<file path="src/rtl/bss_pkg.sv">
package bss_pkg;
  typedef enum logic [1:0] {
    LINK_WAIT_UP   = 2'd0,
    LINK_WAIT_DOWN = 2'd1,
    LINK_ON        = 2'd2
  } link_state_e;
endpackage

</file>
<file path="src/rtl/bss_window.sv">
module bss_window (
  input  logic clk_i,
  input  logic rst_ni,
  input  logic main_ok_i,
  input  logic below_so_i,
  output logic start_o,
  output logic win_o,
  output logic seen_o
);
  logic main_q, win_q, seen_q;

  assign start_o = main_q & ~main_ok_i;
  assign win_o   = win_q;
  assign seen_o  = seen_q;

  always_ff @(posedge clk_i or negedge rst_ni) begin
    if (!rst_ni) begin
      main_q <= 1'b0;
      win_q  <= 1'b0;
      seen_q <= 1'b0;
    end else begin
      main_q <= main_ok_i;
      if (start_o) begin
        win_q  <= 1'b1;
        seen_q <= 1'b0;
      end else if (win_q) begin
        if (main_ok_i || (seen_q && !below_so_i)) win_q <= 1'b0;
        seen_q <= seen_q | below_so_i;
      end
    end
  end


  win_exit_chk: assert property (@(posedge clk_i) disable iff (!rst_ni)
    (win_q && main_ok_i) |=> !win_q);

  win_open_chk: assert property (@(posedge clk_i) disable iff (!rst_ni)
    $rose(win_q) |-> $past(start_o));
endmodule

</file>
<file path="src/rtl/bss_picker.sv">
module bss_picker #(
  parameter int W = 8
) (
  input  logic         clk_i,
  input  logic         rst_ni,
  input  logic         start_i,
  input  logic         win_i,
  input  logic [W-1:0] src1_i,
  input  logic [W-1:0] src2_i,
  input  logic [W-1:0] margin_i,
  output logic         sel_o
);
  logic sel_q;
  logic to_two, to_one;
  logic [W-1:0] d21, d12;

  assign d21    = src2_i - src1_i;
  assign d12    = src1_i - src2_i;
  assign to_two = (src2_i > src1_i) && (d21 > margin_i);
  assign to_one = (src1_i > src2_i) && (d12 > margin_i);
  assign sel_o  = sel_q;

  always_ff @(posedge clk_i or negedge rst_ni) begin
    if (!rst_ni)               sel_q <= 1'b0;
    else if (start_i)          sel_q <= 1'b0;
    else if (win_i && !sel_q)  sel_q <= to_two;
    else if (win_i && sel_q)   sel_q <= !to_one;
  end


  restart_src1_chk: assert property (@(posedge clk_i) disable iff (!rst_ni)
    start_i |=> !sel_q);

  hold_outside_chk: assert property (@(posedge clk_i) disable iff (!rst_ni)
    (!win_i && !start_i) |=> $stable(sel_q));

  up_needs_margin_chk: assert property (@(posedge clk_i) disable iff (!rst_ni)
    $rose(sel_q) |-> ($past(src2_i) > $past(src1_i)));

  down_needs_margin_chk: assert property (@(posedge clk_i) disable iff (!rst_ni)
    ($fell(sel_q) && !$past(start_i)) |-> ($past(src1_i) > $past(src2_i)));
endmodule

</file>
<file path="src/rtl/bss_isolator.sv">
module bss_isolator #(
  parameter int HOLD_CYC = 8
) (
  input  logic clk_i,
  input  logic rst_ni,
  input  logic start_i,
  input  logic seen_i,
  input  logic main_ok_i,
  input  logic below_so_i,
  input  logic iso_req_i,
  input  logic ins_i,
  output logic link_o
);
  import bss_pkg::*;
  localparam int CW = $clog2(HOLD_CYC + 1);
  localparam logic [CW-1:0] LAST = CW'(HOLD_CYC - 1);

  link_state_e st_q;
  logic [CW-1:0] cnt_q;
  logic req_win, req_ok;

  assign req_win = ~main_ok_i & ~below_so_i & ~seen_i;
  assign req_ok  = iso_req_i & req_win & (cnt_q == LAST);
  assign link_o  = (st_q == LINK_ON);

  always_ff @(posedge clk_i or negedge rst_ni) begin
    if (!rst_ni)                    cnt_q <= '0;
    else if (!(iso_req_i && req_win)) cnt_q <= '0;
    else if (cnt_q != LAST)         cnt_q <= cnt_q + 1'b1;
  end

  always_ff @(posedge clk_i or negedge rst_ni) begin
    if (!rst_ni)                  st_q <= LINK_WAIT_UP;
    else if (ins_i || req_ok)     st_q <= LINK_WAIT_UP;
    else begin
      case (st_q)
        LINK_WAIT_UP:   if (main_ok_i) st_q <= LINK_WAIT_DOWN;
        LINK_WAIT_DOWN: if (start_i)   st_q <= LINK_ON;
        default:        st_q <= LINK_ON;
      endcase
    end
  end


  no_overflow_chk: assert property (@(posedge clk_i) disable iff (!rst_ni)
    cnt_q <= LAST);

  ins_isolate_chk: assert property (@(posedge clk_i) disable iff (!rst_ni)
    ins_i |=> !link_o);

  reconnect_on_fall_chk: assert property (@(posedge clk_i) disable iff (!rst_ni)
    $rose(link_o) |-> ($past(start_i) && !$past(main_ok_i)));
endmodule

</file>
<file path="src/rtl/backup_src_sel.sv">
module backup_src_sel #(
  parameter int W        = 8,
  parameter int HOLD_CYC = 8
) (
  input  logic         clk_i,
  input  logic         rst_ni,
  input  logic [W-1:0] src1_i,
  input  logic [W-1:0] src2_i,
  input  logic [W-1:0] margin_i,
  input  logic         main_ok_i,
  input  logic         below_so_i,
  input  logic         iso_req_i,
  input  logic         bat1_ins_i,
  input  logic         bat2_ins_i,
  output logic         src_sel_o,
  output logic         link_en_o
);
  logic start, win, seen;

  bss_window u_window (
    .clk_i, .rst_ni, .main_ok_i, .below_so_i,
    .start_o(start), .win_o(win), .seen_o(seen)
  );

  bss_picker #(.W(W)) u_picker (
    .clk_i, .rst_ni, .start_i(start), .win_i(win),
    .src1_i, .src2_i, .margin_i, .sel_o(src_sel_o)
  );

  bss_isolator #(.HOLD_CYC(HOLD_CYC)) u_isolator (
    .clk_i, .rst_ni, .start_i(start), .seen_i(seen),
    .main_ok_i, .below_so_i, .iso_req_i,
    .ins_i(bat1_ins_i | bat2_ins_i), .link_o(link_en_o)
  );
endmodule

</file>
<file path="config.mk">
export PLATFORM = sky130hd
export DESIGN_NAME = backup_src_sel
export DESIGN_NICKNAME = d
export VERILOG_FILES = /design/src/rtl/bss_pkg.sv /design/src/rtl/bss_window.sv /design/src/rtl/bss_picker.sv /design/src/rtl/bss_isolator.sv /design/src/rtl/backup_src_sel.sv
export SDC_FILE = /design/constraint.sdc
export NUM_CORES = 1
export LEC_CHECK = 0
export CAP_MARGIN = 20
export CORE_MARGIN = 2
export CORE_UTILIZATION = 45
export CTS_CLUSTER_DIAMETER = 200
export DETAILED_ROUTE_END_ITERATION = 16
export PLACE_DENSITY = 0.73
export SETUP_SLACK_MARGIN = 0.05
export SYNTH_ARGS = -nofsm -noshare
export SYNTH_HDL_FRONTEND = slang
export SYNTH_SLANG_ARGS = --single-unit
</file>
<file path="constraint.sdc">
create_clock -name clk_i -period 1.6 [get_ports clk_i]
set_input_delay 0.32 -clock clk_i [delete_from_list [all_inputs] [get_ports clk_i]]
set_output_delay 0.32 -clock clk_i [all_outputs]
set_load 0.02 [all_outputs]
</file>
==> load_flow_metrics.sql <==
INSERT INTO impl_metrics (metric_group, metric, value, unit) VALUES
('logic_synthesis', 'dominant_synthesized_flop_cell', 'sky130_fd_sc_hd__dfrtp_1', ''),
('setup_path', 'maximum_single_stage_delay_on_the_critical_path', '360', 'ps'),
('setup_path', 'timing.critical_path.buf_inv', '3', ''),
('outcome', 'status', 'complete, but fails checks', ''),
('timing', 'worst_slew_margin_rel', '0.6816', ''),
('logic_synthesis', 'number_of_flops_mapped_to_enable_cells_by_yosys', '0', ''),
('logic_synthesis', 'synthTopCellsByArea', 'sky130_fd_sc_hd__ha_1, sky130_fd_sc_hd__dfrtp_1, sky130_fd_sc_hd__inv_1', ''),
('min_path', 'hold_path_class', 'in2async', ''),
('timing', 'fmax', '0.3935', 'GHz'),
('final_layout', 'finish.net_count', '338', ''),
('final_layout', 'antennaDiodeCount', '0', ''),
('route', 'routed_wirelength', '3972', 'microns'),
('clock_tree', 'cts.reportedPaths.clkPinSlew', '70', 'ps'),
('timing', 'transition_time_at_the_pin_with_the_least_slew_margin', '476.1', 'ps'),
('clock_tree', 'cts.sinks', '10', ''),
('logic_synthesis', 'synthArstFlopShare', '1.000', ''),
('timing', 'finalWorstSetupSlack', '-941.4', 'ps'),
('pwr', 'p_sw', '493.2', 'uW'),
('route', 'avgRoutedWirePerCell', '12.49', 'microns'),
('clock_tree', 'clock_latency', '260', 'ps'),
('floorplan', 'die_h', '62.89', 'microns'),
('placement', 'portBuffers', '32', ''),
('final_layout', 'syn_to_final_growth', '60.63', '%'),
('logic_synthesis', 'syn-instance-count', '193', ''),
('timing', 'maxSlewViolCount', '0', ''),
('setup_path', 'timing_worst_setup_path_type', 'in2reg', ''),
('pwr', 'leakagePower', '1.201', 'nW'),
('setup_path', 'critical_path_required', '1770', 'ps'),
('logic_synthesis', 'yosysTopAreaCellShare', '0.2566', ''),
('setup_path', 'crit_path_top_delay_cell', 'sky130_fd_sc_hd__fa_2', ''),
('grt', 'grt_overflow_total', '0', ''),
('route', 'vias', '1619', ''),
('pwr', 'comb_power_share', '0.628', ''),
('pwr', 'swShare', '0.3639', ''),
('clock_tree', 'cts_buffer_depth', '2', ''),
('clock_tree', 'cts_tree', 'done', ''),
('placement', 'routabilityCongestion', '0.8277', ''),
('grt', 'first_global_vias', '1707', ''),
('setup_path', 'critical_path_s_top_delay_family', 'compound AO/OA/AOI/OAI gates', ''),
('grt', 'grt_antenna_before_repair', '0', ''),
('timing', 'hold_violations', '0', ''),
('clock_tree', 'ctsHtreeMaxLevel', '1', ''),
('pwr', 'power.sequential.fraction', '0.205', ''),
('timing', 'fin_tns_setup', '-941.4', 'ps'),
('route', 'detail_route.first_pass.iterations', '4', ''),
('timing', 'count_of_final_setup_violators', '1', ''),
('setup_path', 'path_common_cell', 'sky130_fd_sc_hd__a21oi_2', ''),
('run', 'max-cap-violations', '0', ''),
('final_layout', 'post_route_cells_drive_above_1_share', '0.3824', ''),
('logic_synthesis', 'netlist_area', '1560', 'sq um'),
('logic_synthesis', 'syn-num-nets', '258', ''),
('placement', 'place.detailed.hpwl', '3127', 'microns'),
('clock_tree', 'cts-buffers-inserted', '3', ''),
('setup_path', 'worstSetupEndpointType', 'register', ''),
('floorplan', 'design.die.area', '3955', 'sq um'),
('floorplan', 'die_w', '62.89', 'microns'),
('route', 'post-route-drc-count', '0', ''),
('grt', 'global_route_wire_length_before_repair', '7134', 'microns'),
('route', 'drtIter0Drc', '113', ''),
('logic_synthesis', 'yosys.cell_types.count', '36', ''),
('floorplan', 'fp-row-count', '21', ''),
('route', 'avgViaCountPerCell', '5.091', ''),
('outcome', 'violated_checks', 'negative setup slack', ''),
('floorplan', 'floorplan.initialDensity', '0.4676', ''),
('setup_path', 'worstSetupStartpointType', 'input port', ''),
('clock_tree', 'cts-hold-fix-buffers', '0', ''),
('clock_tree', 'cts_root_buffer', 'sky130_fd_sc_hd__clkbuf_4', ''),
('logic_synthesis', 'synth_area_per_cell', '8.084', 'sq um'),
('pwr', 'ir_worst_vdd', '0.2169', 'mV'),
('pwr', 'internal_power', '862.1', 'uW'),
('logic_synthesis', 'synth_sequential_area_ratio', '0.1604', '');
==> worst paths after layout <==
kind / startpoint / depth (start not counted) / end / slack, ps
setup / recovery: src2_i[0] / 16 / u_picker.sel_o / -940
hold / removal: rst_ni / 1 / u_window.seen_o / 380
setup reg to reg: u_window.seen_o / 3 / u_isolator.st_q[0] / 300
hold reg to reg: u_isolator.st_q[1] / 1 / u_isolator.st_q[0] / 450
max in group asynchronous: rst_ni / 1 / u_isolator.cnt_q[3] / 900
min in group clk_i: u_isolator.st_q[1] / 1 / u_isolator.st_q[0] / 450
==> cells in the mapped netlist, types with 3 or more instances <==
cell / instances
sky130_fd_sc_hd__nand2_1: 7
sky130_fd_sc_hd__nor2b_1: 5
sky130_fd_sc_hd__nand3_1: 4
sky130_fd_sc_hd__inv_1: 32
sky130_fd_sc_hd__xnor2_1: 7
sky130_fd_sc_hd__o21ai_2: 3
sky130_fd_sc_hd__nand4_1: 6
sky130_fd_sc_hd__a21o_1: 5
sky130_fd_sc_hd__ha_1: 32
sky130_fd_sc_hd__a21oi_2: 3
sky130_fd_sc_hd__a21oi_1: 18
sky130_fd_sc_hd__o21ai_0: 6
sky130_fd_sc_hd__o21bai_1: 3
sky130_fd_sc_hd__a211oi_1: 3
sky130_fd_sc_hd__nor2_1: 16
sky130_fd_sc_hd__nor3_1: 3
sky130_fd_sc_hd__dfrtp_1: 10
==> power groups by stage <==
stage / logic (mW) / registers [mW] / clock network (mW)
final: 0.850 / 0.278 / 0.227
after CTS: 0.841 / 0.277 / 0.235
after detailed placement: 0.759 / 0.282 / 0
after floorplan: 0.445 / 0.287 / 0
after global routing: 0.938 / 0.279 / 0.246
after global placement: 0.745 / 0.283 / 0
==> cells by family (layout without fill, tap and decap cells) <==
group,count (synthesis),after routing,synth area share
fa+ha+maj,34,34,0.2823
xor+xnor,9,9,0.05052
flops,10,10,0.1604
compound gates,53,53,0.2342
buf+inv,37,116,0.1027
simple gates,49,49,0.1636
mux,1,1,0.006416
==> layout make-up <==
cell class                 count  area, sq um
fill                         260        830.8
timing repair buffer          80        670.6
inverter                      32        138.9
multi-input combinational    146         1353
clock buffer                   4        36.28
tap                           46        57.56
sequential                    10        250.2
==> stage by stage <==
stage               cell area, sq um  cells    util  worst slack (ps)  power, mW
floorplan                       1647    193       -            -831.4     0.7314
global placement                2292    307  0.6869             -1605      1.028
detailed placement              2292    307  0.6869             -1628      1.042
CTS                             2506    318  0.7510            -894.6      1.353
global route                    2506    318  0.7510             -1081      1.463
finish                          2506    318  0.7510            -941.4      1.355
==> worst register-to-register path, stage by stage, from the launching register on <==
cell                      delay, ps
sky130_fd_sc_hd__dfrtp_1        400
sky130_fd_sc_hd__or4b_4         530
sky130_fd_sc_hd__o21ai_1        200
sky130_fd_sc_hd__nor3_1          70
==> repair_timing <==
action	CTS	global route
resized for setup	59	0
buffers inserted	7	0
pin swaps	29	0
setup endpoints to repair	3	1
==> state kept, by name (all words and copies together), names as in the netlist <==
| name | count |
|---|---|
| u_window.main_q | 1 |
| u_isolator.st_q | 2 |
| u_window.win_o | 1 |
| u_window.seen_o | 1 |
| u_picker.sel_o | 1 |
| u_isolator.cnt_q | 4 |
==> layer usage <==
metal / global-route usage / wire length, microns
met3: 0.02523 / 153
met5: 0 / 0
met4: 0.06667 / 88
met2: 0.4122 / 2079
met1: 0.2589 / 1650
(Power assumes the default switching activity.)
